<file path="src/rtl/pcb_pkg.sv">
package pcb_pkg;
  typedef enum logic [1:0] {
    PCB_IDLE = 2'd0,
    PCB_FILL = 2'd1,
    PCB_BUSY = 2'd2
  } pcb_state_e;
endpackage

</file>
<file path="src/rtl/pcb_rst_sync.sv">
module pcb_rst_sync (
  input  logic clk,
  input  logic rst_n,
  output logic rst_sync_n
);
  logic [1:0] stage_q;

  always_ff @(posedge clk or negedge rst_n) begin
    if (!rst_n) stage_q <= 2'b00;
    else        stage_q <= {stage_q[0], 1'b1};
  end

  assign rst_sync_n = stage_q[1];
endmodule

</file>
<file path="src/rtl/pcb_page_store.sv">
module pcb_page_store #(
  parameter int OFS_W  = 4,
  parameter int DATA_W = 8
) (
  input  logic              clk,
  input  logic              rst_n,
  input  logic              clear,
  input  logic [OFS_W-1:0]  start_ofs,
  input  logic              store,
  input  logic [DATA_W-1:0] din,
  input  logic [OFS_W-1:0]  rd_ofs,
  output logic [DATA_W-1:0] dout,
  output logic              rd_hit,
  output logic              any_hit
);
  localparam int SLOTS = 1 << OFS_W;

  logic [OFS_W-1:0] ptr_q, ptr_d;
  logic [SLOTS-1:0] hit_q, hit_d;
  logic [SLOTS-1:0] slot_sel;
  logic [DATA_W-1:0] slot_q [SLOTS];

  assign slot_sel = SLOTS'(1) << ptr_q;

  always_comb begin
    ptr_d = ptr_q;
    hit_d = hit_q;
    if (clear) begin
      ptr_d = start_ofs;
      hit_d = '0;
    end else if (store) begin
      ptr_d = ptr_q + 1'b1;
      hit_d = hit_q | slot_sel;
    end
  end

  always_ff @(posedge clk or negedge rst_n) begin
    if (!rst_n) begin
      ptr_q <= '0;
      hit_q <= '0;
    end else begin
      ptr_q <= ptr_d;
      hit_q <= hit_d;
    end
  end

  for (genvar g = 0; g < SLOTS; g++) begin : g_slot
    logic slot_en;
    assign slot_en = store && !clear && slot_sel[g];
    always_ff @(posedge clk) begin
      if (slot_en) slot_q[g] <= din;
    end
  end

  assign dout    = slot_q[rd_ofs];
  assign rd_hit  = hit_q[rd_ofs];
  assign any_hit = |hit_q;
endmodule

</file>
<file path="src/rtl/pcb_commit_ctrl.sv">
module pcb_commit_ctrl
  import pcb_pkg::*;
#(
  parameter int WR_CYCLES = 64,
  parameter int CNT_W     = 6
) (
  input  logic             clk,
  input  logic             rst_n,
  input  logic             start,
  input  logic             wel_ok,
  input  logic             cs_rise,
  input  logic             aligned,
  input  logic             have_bytes,
  output logic             accept,
  output logic             filling,
  output logic             busy,
  output logic             last,
  output logic [CNT_W-1:0] phase
);
  pcb_state_e       state_q, state_d;
  logic [CNT_W-1:0] cnt_q, cnt_d;
  logic             at_end;

  assign at_end = (cnt_q == CNT_W'(WR_CYCLES - 1));
  assign accept = start && wel_ok && (state_q != PCB_BUSY);

  always_comb begin
    state_d = state_q;
    unique case (state_q)
      PCB_IDLE: if (accept) state_d = PCB_FILL;
      PCB_FILL: begin
        if (cs_rise) state_d = (aligned && have_bytes) ? PCB_BUSY : PCB_IDLE;
        else if (accept) state_d = PCB_FILL;
      end
      PCB_BUSY: if (at_end) state_d = PCB_IDLE;
      default:  state_d = PCB_IDLE;
    endcase
  end

  always_comb begin
    cnt_d = '0;
    if (state_q == PCB_BUSY && !at_end) cnt_d = cnt_q + 1'b1;
  end

  always_ff @(posedge clk or negedge rst_n) begin
    if (!rst_n) begin
      state_q <= PCB_IDLE;
      cnt_q   <= '0;
    end else begin
      state_q <= state_d;
      cnt_q   <= cnt_d;
    end
  end

  assign filling = (state_q == PCB_FILL);
  assign busy    = (state_q == PCB_BUSY);
  assign last    = busy && at_end;
  assign phase   = cnt_q;
endmodule

</file>
<file path="src/rtl/page_commit_buf.sv">
module page_commit_buf #(
  parameter int ADDR_W    = 7,
  parameter int OFS_W     = 4,
  parameter int DATA_W    = 8,
  parameter int WR_CYCLES = 64
) (
  input  logic              clk,
  input  logic              rst_n,
  input  logic              cmd_wr_start,
  input  logic [ADDR_W-1:0] cmd_addr,
  input  logic              wel_state,
  input  logic              byte_valid,
  input  logic [DATA_W-1:0] byte_in,
  input  logic              bit_aligned,
  input  logic              cs_rise,
  input  logic              wren_cmd,
  input  logic              rd_cmd,
  output logic              mem_we,
  output logic [ADDR_W-1:0] mem_waddr,
  output logic [DATA_W-1:0] mem_wdata,
  output logic              mem_re,
  output logic              wip,
  output logic              wel_set,
  output logic              wel_clr
);
  localparam int PG_W  = ADDR_W - OFS_W;
  localparam int SLOTS = 1 << OFS_W;
  localparam int CNT_W = ($clog2(WR_CYCLES) > OFS_W) ? $clog2(WR_CYCLES) : OFS_W + 1;

  logic             rst_q_n;
  logic             accept, filling, busy, last;
  logic [CNT_W-1:0] phase;
  logic [OFS_W-1:0] wb_ofs;
  logic             wb_hit, any_hit, wb_window;
  logic [PG_W-1:0]  page_q, page_d;

  pcb_rst_sync u_rst (
    .clk        (clk),
    .rst_n      (rst_n),
    .rst_sync_n (rst_q_n)
  );

  pcb_commit_ctrl #(.WR_CYCLES(WR_CYCLES), .CNT_W(CNT_W)) u_ctrl (
    .clk        (clk),
    .rst_n      (rst_q_n),
    .start      (cmd_wr_start),
    .wel_ok     (wel_state),
    .cs_rise    (cs_rise),
    .aligned    (bit_aligned),
    .have_bytes (any_hit),
    .accept     (accept),
    .filling    (filling),
    .busy       (busy),
    .last       (last),
    .phase      (phase)
  );

  assign wb_ofs    = phase[OFS_W-1:0];
  assign wb_window = busy && (phase < CNT_W'(SLOTS));

  pcb_page_store #(.OFS_W(OFS_W), .DATA_W(DATA_W)) u_store (
    .clk       (clk),
    .rst_n     (rst_q_n),
    .clear     (accept),
    .start_ofs (cmd_addr[OFS_W-1:0]),
    .store     (byte_valid && filling && !cs_rise),
    .din       (byte_in),
    .rd_ofs    (wb_ofs),
    .dout      (mem_wdata),
    .rd_hit    (wb_hit),
    .any_hit   (any_hit)
  );

  assign page_d = accept ? cmd_addr[ADDR_W-1:OFS_W] : page_q;

  always_ff @(posedge clk or negedge rst_q_n) begin
    if (!rst_q_n) page_q <= '0;
    else          page_q <= page_d;
  end

  assign mem_we    = wb_window && wb_hit;
  assign mem_waddr = {page_q, wb_ofs};
  assign mem_re    = rd_cmd && !busy;
  assign wip       = busy;
  assign wel_set   = wren_cmd && !busy;
  assign wel_clr   = last;
endmodule

</file>
<file path="config.mk">
export PLATFORM = sky130hd
export DESIGN_NAME = page_commit_buf
export DESIGN_NICKNAME = d
export VERILOG_FILES = /design/src/rtl/pcb_pkg.sv /design/src/rtl/pcb_rst_sync.sv /design/src/rtl/pcb_page_store.sv /design/src/rtl/pcb_commit_ctrl.sv /design/src/rtl/page_commit_buf.sv
export SDC_FILE = /design/constraint.sdc
export NUM_CORES = 1
export LEC_CHECK = 0
export BUFFER_PORTS_ARGS = -buffer_cell sky130_fd_sc_hd__buf_2
export CAP_MARGIN = 20
export CORE_MARGIN = 3
export CORE_UTILIZATION = 32
export CTS_BUF_LIST = sky130_fd_sc_hd__clkbuf_4 sky130_fd_sc_hd__clkbuf_8
export CTS_CLUSTER_DIAMETER = 40
export CTS_CLUSTER_SIZE = 8
export DETAILED_ROUTE_END_ITERATION = 7
export SLEW_MARGIN = 20
export SYNTH_ARGS = -nofsm -noshare
export SYNTH_HDL_FRONTEND = slang
export SYNTH_SLANG_ARGS = --single-unit
</file>
<file path="constraint.sdc">
create_clock -name clk -period 2.4 [get_ports clk]
set_input_delay 0.12 -clock clk [delete_from_list [all_inputs] [get_ports clk]]
set_output_delay 0.12 -clock clk [all_outputs]
set_load 0.005 [all_outputs]
</file>
==> results of run 1 <==
==> Yosys cell counts (all sizes together) (2+ instances only) <==
| cell type | n | area (µm²) |
|---|---|---|
| xnor2 | 2 | 17.5 |
| a31oi | 2 | 12.5 |
| buf | 13 | 103 |
| nand3 | 2 | 10.0 |
| nand2b | 2 | 12.5 |
| and2 | 9 | 56.3 |
| xor2 | 4 | 35.0 |
| nand4 | 3 | 18.8 |
| a21oi | 3 | 15.0 |
| nor2 | 13 | 48.8 |
| mux2i | 4 | 40.0 |
| inv | 5 | 18.8 |
| dfrtp | 33 | 826 |
| mux4 | 34 | 769 |
| clkbuf | 6 | 36.3 |
| a22oi | 14 | 105 |
| a21o | 16 | 120 |
| and3 | 14 | 87.6 |
| mux2 | 5 | 56.3 |
| nand2 | 15 | 56.3 |
| ha | 7 | 87.6 |
| edfxtp | 128 | 3840 |
| nor4 | 4 | 25.0 |
==> final timing paths <==
path,endpoint,cells past startpoint
worst max-delay path,mem_we,7
worst min-delay path,u_store.slot_q[4][0]$_DFFE_PP_,1
worst max register to register,u_store.slot_q[2][0]$_DFFE_PP_,5
worst min register to register,u_ctrl.phase[5]$_DFF_PN0_,0
max in group asynchronous,u_store.hit_q[9]$_DFFE_PN0P_,1
min in group asynchronous,u_ctrl.phase[5]$_DFF_PN0_,0
==> metal layers <==
layer  up-vias  share of wire [%]  GRT usage (%)
li1       1594                  -              -
met1      1823                 45           18.7
met2       125                 48           20.8
met3        17                5.5           3.32
met4         0                1.6           4.25
met5         -                  0              0
==> area by class of cell <==
cell class / instances / area [µm²]
Sequential cell: 161 / 4670
Multi-Input combinational cell: 167 / 1700
Clock buffer: 17 / 234
Fill cell: 1793 / 11900
Tap cell: 265 / 332
Timing Repair Buffer: 95 / 736
Inverter: 5 / 18.8
Clock inverter: 15 / 160
==> what timing repair did <==
item,in CTS,in global routing
hold buffers,12,0
resized for setup,2,7
hold endpoints to repair,11,0
pin swaps,1,3
cloned,0,1
setup endpoints to repair,9,6
buffers inserted,7,4
==> metrics by stage <==
| step | TNS, ps | area, µm² | setup slack [ps] | util (%) |
|---|---|---|---|---|
| after floorplan | 0 | 6520 | 696 | - |
| after global placement | 0 | 7200 | 332 | 36.5 |
| after detailed placement | 0 | 7200 | 330 | 36.5 |
| after CTS | 0 | 7770 | 42.3 | 39.4 |
| after global routing | -45.2 | 7860 | -45.2 | 39.8 |
| final | 0 | 7860 | 41.1 | 39.8 |
==> power by group through the flow <==
| stage | Combinational [mW] | Sequential (mW) | Clock, mW |
|---|---|---|---|
| 4_1_cts | 0.662 | 3.19 | 1.98 |
| 3_5_place_dp | 0.604 | 3.26 | 0 |
| 3_3_place_gp | 0.595 | 3.26 | 0 |
| 6_report | 0.715 | 3.18 | 1.93 |
| 5_1_grt | 0.795 | 3.20 | 2.11 |
| 2_1_floorplan | 0.420 | 3.23 | 0 |
==> logic make-up after synthesis <==
logic type,synth area share [%]
flops,71.6
simple gates,5.76
mux,13.3
compound gates,4.68
buf+inv,2.42
fa+ha+maj,1.34
xor+xnor,0.806
other cells,0.0575
==> sequential cells by signal, summed over array words and instances (netlist names) <==
| register | flops |
|---|---|
| u_ctrl.state_q | 2 |
| u_ctrl.phase | 6 |
| u_store.ptr_q | 4 |
| u_rst.stage_q | 2 |
| u_store.slot_q | 128 |
| u_store.hit_q | 16 |
| page_q | 3 |
==> metrics.yaml, run 1 <==
dp.cells: 670
cpMaxStageDelayCell: "dfrtp_4"
cp_num_buf_inv: 3
grt_pass1_vias: 3838
final-hold-violation-count: 0
viasPerCell: 4.91
seqPwrFrac_pct: 54.6
syn_inst: 352
postSynth.asyncResetShare_pct: 20.5
slew_viol_final: 0
power_leakage_nw: 2.97
intPower_mw: 4.27
grt_max_degree: 21
worstSetupStartpoint: "u_ctrl.phase[0]$_DFF_PN0_"
p_per_area_mw_per_mm2: 741
gr-total-overflow: 0
synth_edf_count: 128
clkTransAtPathRegs_ps: 100
total_power_mw: 5.82
drc: 0
io_buffer_count: 43
nNetsFinal: 478
layout_commonest_cell: "edfxtp_1"
fmax_mhz: 424
hold_slack_ps: 29.3
path_max_fanout: 4
htree_levels: 4
slew_headroom_pct: 43.5
fin_crit_sh_pct: 98.3
yosysWarningCount: 0
ioPinCount: 44
gp_congestion: 0.753
pwr-share-clk_pct: 33.1
maxCapViolCount: 0
core_mm2: 0.0197
end_kind: "output pin"
drt-wirelength-per-cell_um: 19.6
ys.flop_type: "edfxtp_1"
hold_path.class: "in2reg"
path_cells: "buf_6 -> buf_4 -> nand2_1 -> o22ai_2 -> a311o_1 -> a2111oi_2 -> buf_2"
reg2reg_from: "u_ctrl.state_q[1]$_DFFE_PN0N_"
cts.sinks: 161
min_period_ps: 2360
routed_wl_um: 14200
cts.path.max_buffers: 2
drt_pre_antenna_iters: 5
clk_latency_ps: 460
vias: 3559
core.rowCount: 51
dp_hpwl_um: 9280
synth_nets: 383
rrSetupSlack_ps: 570
grt_pass1_wl_um: 22100
ys_seq_area_share_pct: 71.6
switching_power_mw: 1.56
drive_above_1_share_pct: 34.6
crit_family: "compound AO/OA/AOI/OAI gates"
worst_ep_arrival_time_ps: 2240
antenna_found_initial: 0
die_y_um: 149
cts_tree: "built"
yosys.cell_types.count: 42
layout_common_cells: "edfxtp_1 (128), buf_2 (43), mux4_2 (33), dfrtp_1 (31), buf_4 (31)"
startpoint_type: "flip-flop"
outcome: "finished, final reports clean"
finalSetupViolCount: 0
final_cells: 725
path_class: "reg2out"
switching_share_pct: 26.7
worst_slew_pin_slew_ps: 847
ir_worst_vdd_mv: 0.360
synth_area_per_cell_um2: 18.5
syn_area_mm2: 0.00652
cts_buffers: 17
area_growth_pct: 20.5
root_buffer: "clkbuf_8"
grt_util_all_layers_pct: 13.4
rsz0062_at_grt: "yes"
fin_skew_ps: 13.5
drt_iter0_markers: 259
initial_core_util_pct: 33.1
worstPathRequired_ps: 2280
antenna_left: 0
min-delay-start: "byte_in[0]"
max_stage_delay_ps: 510
die_w_um: 149
insertedDiodeCount: 0
die_area_mm2: 0.0221
synth_seq_cells: 161
p_comb_share_pct: 12.3
(Power assumes the default switching activity.)
==> run 2, diff against run 1 <==
--- a/config.mk
+++ b/config.mk
@@ -8,11 +8,12 @@
 export BUFFER_PORTS_ARGS = -buffer_cell sky130_fd_sc_hd__buf_2
 export CAP_MARGIN = 20
 export CORE_MARGIN = 3
-export CORE_UTILIZATION = 32
+export CORE_UTILIZATION = 40
 export CTS_BUF_LIST = sky130_fd_sc_hd__clkbuf_4 sky130_fd_sc_hd__clkbuf_8
 export CTS_CLUSTER_DIAMETER = 40
 export CTS_CLUSTER_SIZE = 8
 export DETAILED_ROUTE_END_ITERATION = 7
+export SETUP_SLACK_MARGIN = 0.15
 export SLEW_MARGIN = 20
 export SYNTH_ARGS = -nofsm -noshare
 export SYNTH_HDL_FRONTEND = slang
==> constraint.sdc (replaced) <==
create_clock -name clk -period 2.2 [get_ports clk]
set_input_delay 0.11 -clock clk [delete_from_list [all_inputs] [get_ports clk]]
set_output_delay 0.11 -clock clk [all_outputs]
set_load 0.005 [all_outputs]
==> run 2 against run 1 <==
Effect of this change: final cell count is 6.2% lower; die area is 19% lower; the run now ends with setup timing left; flip-flop and latch count stayed put; design area hardly changed; critical path depth is 2 lower; clock-buffer cell count is 1 higher; total power is 9.5% higher; sequential share of layout area is 0.089 points lower; global-route usage is 3.5 points higher; worst setup slack worse by 76 ps; critical endpoint unchanged; first-iteration DRC count is 8.1% higher; via count is 1.2% lower.
==> metrics.yaml, run 2 (same netlist as run 1, synthesis figures left out) <==
routed_wl_um: 14100
initial_core_util_pct: 40.9
pwr-share-clk_pct: 33.6
final-hold-violation-count: 0
reg2regPathDepth: 3
p_comb_share_pct: 11.9
cts.sinks: 161
gp_congestion: 0.759
outcome: "complete, but fails checks"
vias: 3517
preCtsSetupSlack_ps: 272
grt_max_degree: 32
fin_ws_ps: -35.4
switching_power_mw: 1.56
dpl_cell_area_mm2: 0.00716
failed_checks: "setup timing"
clk_latency_ps: 440
startpoint_type: "flip-flop"
drive_above_1_share_pct: 37.5
nFillCells: 1377
cpMaxStageDelayCell: "dfrtp_2"
slew_viol_final: 0
drt_pre_antenna_iters: 4
fin_skew_ps: 9.12
nNetsFinal: 482
gr-total-overflow: 0
max_stage_delay_ps: 480
drt_iter0_markers: 280
min_path_cells: 1
final_util_pct: 49.3
min-delay-start: "byte_in[0]"
power_leakage_nw: 3.00
reg2reg_from: "u_ctrl.state_q[1]$_DFFE_PN0N_"
worst_ep_arrival_time_ps: 2130
dp.cells: 628
drt-wirelength-per-cell_um: 20.7
fin_area_mm2: 0.00786
core.rowCount: 46
final_cells: 680
r2r-end: "u_store.slot_q[8][1]$_DFFE_PP_"
maxCapViolCount: 0
rrSetupSlack_ps: 270
rsz0062_at_grt: "yes"
antenna_found_initial: 0
hold_path.class: "in2reg"
core_mm2: 0.0159
drc: 0
die_area_mm2: 0.0179
seqPwrFrac_pct: 54.4
fin_tns_setup_ps: -43.9
path_cells: "mux4_2 -> o22ai_2 -> a311o_1 -> a2111oi_2 -> buf_2"
antenna_left: 0
ioPinCount: 44
total_power_mw: 6.38
viasPerCell: 5.17
hold_slack_ps: 47.3
cts_buffers: 17
grt_pass1_wl_um: 22200
end_kind: "output pin"
grt_util_all_layers_pct: 16.9
area_growth_pct: 20.7
die_w_um: 134
p_per_area_mw_per_mm2: 811
path_class: "reg2out"
fin_crit_sh_pct: 102
insertedDiodeCount: 0
root_buffer: "clkbuf_8"
clkTransAtPathRegs_ps: 90
cts.path.max_buffers: 2
io_buffer_count: 43
grt_pass1_vias: 3716
die_y_um: 134
intPower_mw: 4.82
layout_common_cells: "edfxtp_1 (128), buf_2 (43), buf_4 (34), mux4_2 (33), dfrtp_1 (31)"
top_register: "u_store.slot_q"
fmax_mhz: 447
finalSetupViolCount: 3
switching_share_pct: 24.4
layout_commonest_cell: "edfxtp_1"
dp_hpwl_um: 9200
ir_worst_vdd_mv: 0.554
htree_levels: 4
worstPathRequired_ps: 2090
largest_reg_flops: 128
cts_tree: "built"
min_period_ps: 2240
path_max_fanout: 5
hold-path-endpoint: "u_store.slot_q[4][0]$_DFFE_PP_"
run 2: how the worst max path moves through the flow:
stage | start | to | slack (ps) | cells after the start
after floorplan | u_ctrl.state_q[1]$_DFFE_PN0N_ | u_store.slot_q[0][0]$_DFFE_PP_ | 500 | 3
after global placement | u_ctrl.phase[1]$_DFF_PN0_ | mem_we | 340 | 5
after detailed placement | u_ctrl.state_q[1]$_DFFE_PN0N_ | u_store.slot_q[8][3]$_DFFE_PP_ | 270 | 3
after CTS | u_ctrl.phase[1]$_DFF_PN0_ | mem_we | -80 | 5
after global routing | u_ctrl.phase[1]$_DFF_PN0_ | mem_we | -150 | 5
final | u_ctrl.phase[1]$_DFF_PN0_ | mem_we | -40 | 5
run 2: area by class of cell:
class	instances	area, µm²	area share [%]
clock inverter	14	154	1.96
sequential	161	4670	59.4
inverter	5	18.8	0.239
tap	216	270	3.44
clock buffer	18	241	3.07
timing repair buffer	99	751	9.55
multi-input combinational	167	1760	22.3
run 2: critical path: cells and delay by family (launching register included):
kind	cells	cell delay [ps]
AOI/OAI and AO/OA	3	670
muxes	1	360
buffers and inverters	1	180
DFF	1	480
run 2: power groups by stage:
stage	clock network, mW	registers (mW)	logic, mW
after floorplan	0	3.52	0.458
after global placement	0	3.53	0.688
after detailed placement	0	3.54	0.695
after CTS	2.21	3.47	0.775
after global routing	2.34	3.49	0.847
final	2.14	3.47	0.762
run 2: repair_timing:
item | CTS | global route
buffers inserted | 6 | 1
hold buffers | 12 | 0
resized for setup | 17 | 2
cloned | 1 | 0
endpoints found under the setup margin | 9 | 10
endpoints found under the hold margin | 11 | 0
pin swaps | 12 | 0
run 2: per-layer routing:
metal  global-route usage (%)  wire length (µm)  vias up
met2                     25.3              6740      114
met4                     4.97                57        0
li1                         -                 -     1604
met1                     24.3              6400     1795
met5                        0                 0        -
met3                     4.76               880        4
==> run 3, diff against run 2 <==
==> constraint.sdc (replaced) <==
create_clock -name clk -period 2.4 [get_ports clk]
set_input_delay 0.12 -clock clk [delete_from_list [all_inputs] [get_ports clk]]
set_output_delay 0.12 -clock clk [all_outputs]
set_load 0.005 [all_outputs]
==> run 3 against run 2 <==
Effect of this change: the run now ends clean; clock skew decreased by 1.4 ps; non-clock buffer count down 11; highest routed layer unchanged; critical path type unchanged; final cell count decreased by 1.6%; hold slack is essentially flat; die area unchanged.
==> metrics.yaml, run 3 (same netlist as run 1, synthesis figures left out) <==
outcome: "finished, final reports clean"
fmax_mhz: 445
slew_viol_final: 0
core.rowCount: 46
startpoint_type: "flip-flop"
cts.sinks: 161
cts_tree: "built"
end_kind: "output pin"
cts_buffers: 17
io_buffer_count: 43
nNetsFinal: 471
viasPerCell: 5.26
fin_tns_setup_ps: 0
fin_crit_sh_pct: 93.7
multi_input_area_mm2: 0.00176
intPower_mw: 4.48
die_w_um: 134
layout_common_cells: "edfxtp_1 (128), buf_2 (43), mux4_2 (33), dfrtp_1 (31), buf_4 (23)"
die_y_um: 134
dpl_cell_area_mm2: 0.00709
initial_core_util_pct: 40.9
layout_commonest_cell: "edfxtp_1"
switching_share_pct: 24.5
worstPathRequired_ps: 2280
maxCapViolCount: 0
final_util_pct: 49.2
largest_reg_flops: 128
ir_worst_vdd_mv: 0.398
drive_above_1_share_pct: 36.0
worst_ep_arrival_time_ps: 2130
worst_slew_pin_slew_ps: 963
slew_headroom_pct: 35.8
drt-wirelength-per-cell_um: 20.8
dp_hpwl_um: 8810
gp_congestion: 0.772
grt.met2_usage_pct: 26.6
p_comb_share_pct: 12.9
insertedDiodeCount: 0
gr-total-overflow: 0
fin_skew_ps: 7.73
routed_wl_um: 13900
core_mm2: 0.0159
path_max_fanout: 10
total_power_mw: 5.93
grt_util_all_layers_pct: 16.5
ff_latch_area_mm2: 0.00467
dp.cells: 619
final-hold-violation-count: 0
clkTransAtPathRegs_ps: 80
switching_power_mw: 1.46
path_class: "reg2out"
min_period_ps: 2250
grt_pass1_vias: 3628
top_register: "u_store.slot_q"
antenna_left: 0
drc: 0
grt_max_degree: 25
use_met1_pct: 22.3
pwr-share-clk_pct: 33.4
clk_latency_ps: 450
preCtsSetupSlack_ps: 429
ioPinCount: 44
finalSetupViolCount: 0
vias: 3517
fin_ws_ps: 152
root_buffer: "clkbuf_8"
die_area_mm2: 0.0179
fin_area_mm2: 0.00785
grt_util_met3_pct: 4.38
drt_pre_antenna_iters: 4
area_growth_pct: 20.4
htree_levels: 4
seqPwrFrac_pct: 53.7
antenna_found_initial: 0
cts.path.max_buffers: 2
p_per_area_mw_per_mm2: 756
hold_path.class: "in2reg"
busiest_layer: "met2"
hold_slack_ps: 47.0
rsz0062_at_grt: "yes"
nFillCells: 1342
drt_iter0_markers: 239
final_cells: 669
power_leakage_nw: 2.96
grt_pass1_wl_um: 21700
-- run 3: critical path, stage by stage (launching register included) --
cell and delay [ps]:
dfrtp_2 480, bufbuf_16 310, nand2_1 60, o22ai_1 60, a311o_1 300, a2111oi_2 310, buf_2 180
-- run 3: layout make-up --
class | count | area share, %
inverter | 5 | 0.239
clock buffer | 19 | 3.17
timing repair buffer | 88 | 9.36
multi-input combinational | 167 | 22.4
tap | 216 | 3.44
clock inverter | 13 | 1.90
sequential | 161 | 59.5
-- run 3: worst paths after layout --
check / from / endpoint / slack (ps) / depth (start not counted)
setup / recovery: u_ctrl.phase[0]$_DFF_PN0_ / mem_we / 150 / 6
hold / removal: wel_state / u_ctrl.state_q[0]$_DFFE_PN0N_ / 50 / 4
setup reg to reg: u_ctrl.state_q[1]$_DFFE_PN0N_ / u_store.slot_q[4][3]$_DFFE_PP_ / 450 / 4
hold reg to reg: u_rst.stage_q[0]$_DFF_PN0_ / u_rst.stage_q[1]$_DFF_PN0_ / 360 / 0
max in group asynchronous: u_rst.stage_q[1]$_DFF_PN0_ / u_store.hit_q[15]$_DFFE_PN0P_ / 1310 / 1
min in group asynchronous: u_rst.stage_q[1]$_DFF_PN0_ / u_ctrl.phase[3]$_DFF_PN0_ / 400 / 0
-- run 3: timing repair --
action                     CTS  global route
hold buffers                11             0
cloned                       2             1
pin swaps                    9             0
gates resized for setup     22             2
setup buffers                4             0
setup endpoints to repair    9             9
hold endpoints to repair    11             0
-- run 3: power groups by stage --
| stage | registers (mW) | logic, mW | clock network, mW |
|---|---|---|---|
| 2_1_floorplan | 3.23 | 0.420 | 0 |
| 3_3_place_gp | 3.24 | 0.610 | 0 |
| 3_5_place_dp | 3.24 | 0.617 | 0 |
| 4_1_cts | 3.19 | 0.756 | 2.03 |
| 5_1_grt | 3.20 | 0.836 | 2.14 |
| 6_report | 3.19 | 0.766 | 1.98 |
-- run 3: per-layer routing --
layer / routed length (µm) / vias to the layer above
li1: - / 1579
met1: 6230 / 1809
met2: 6830 / 112
met3: 682 / 17
met4: 197 / 0
met5: 0 / -
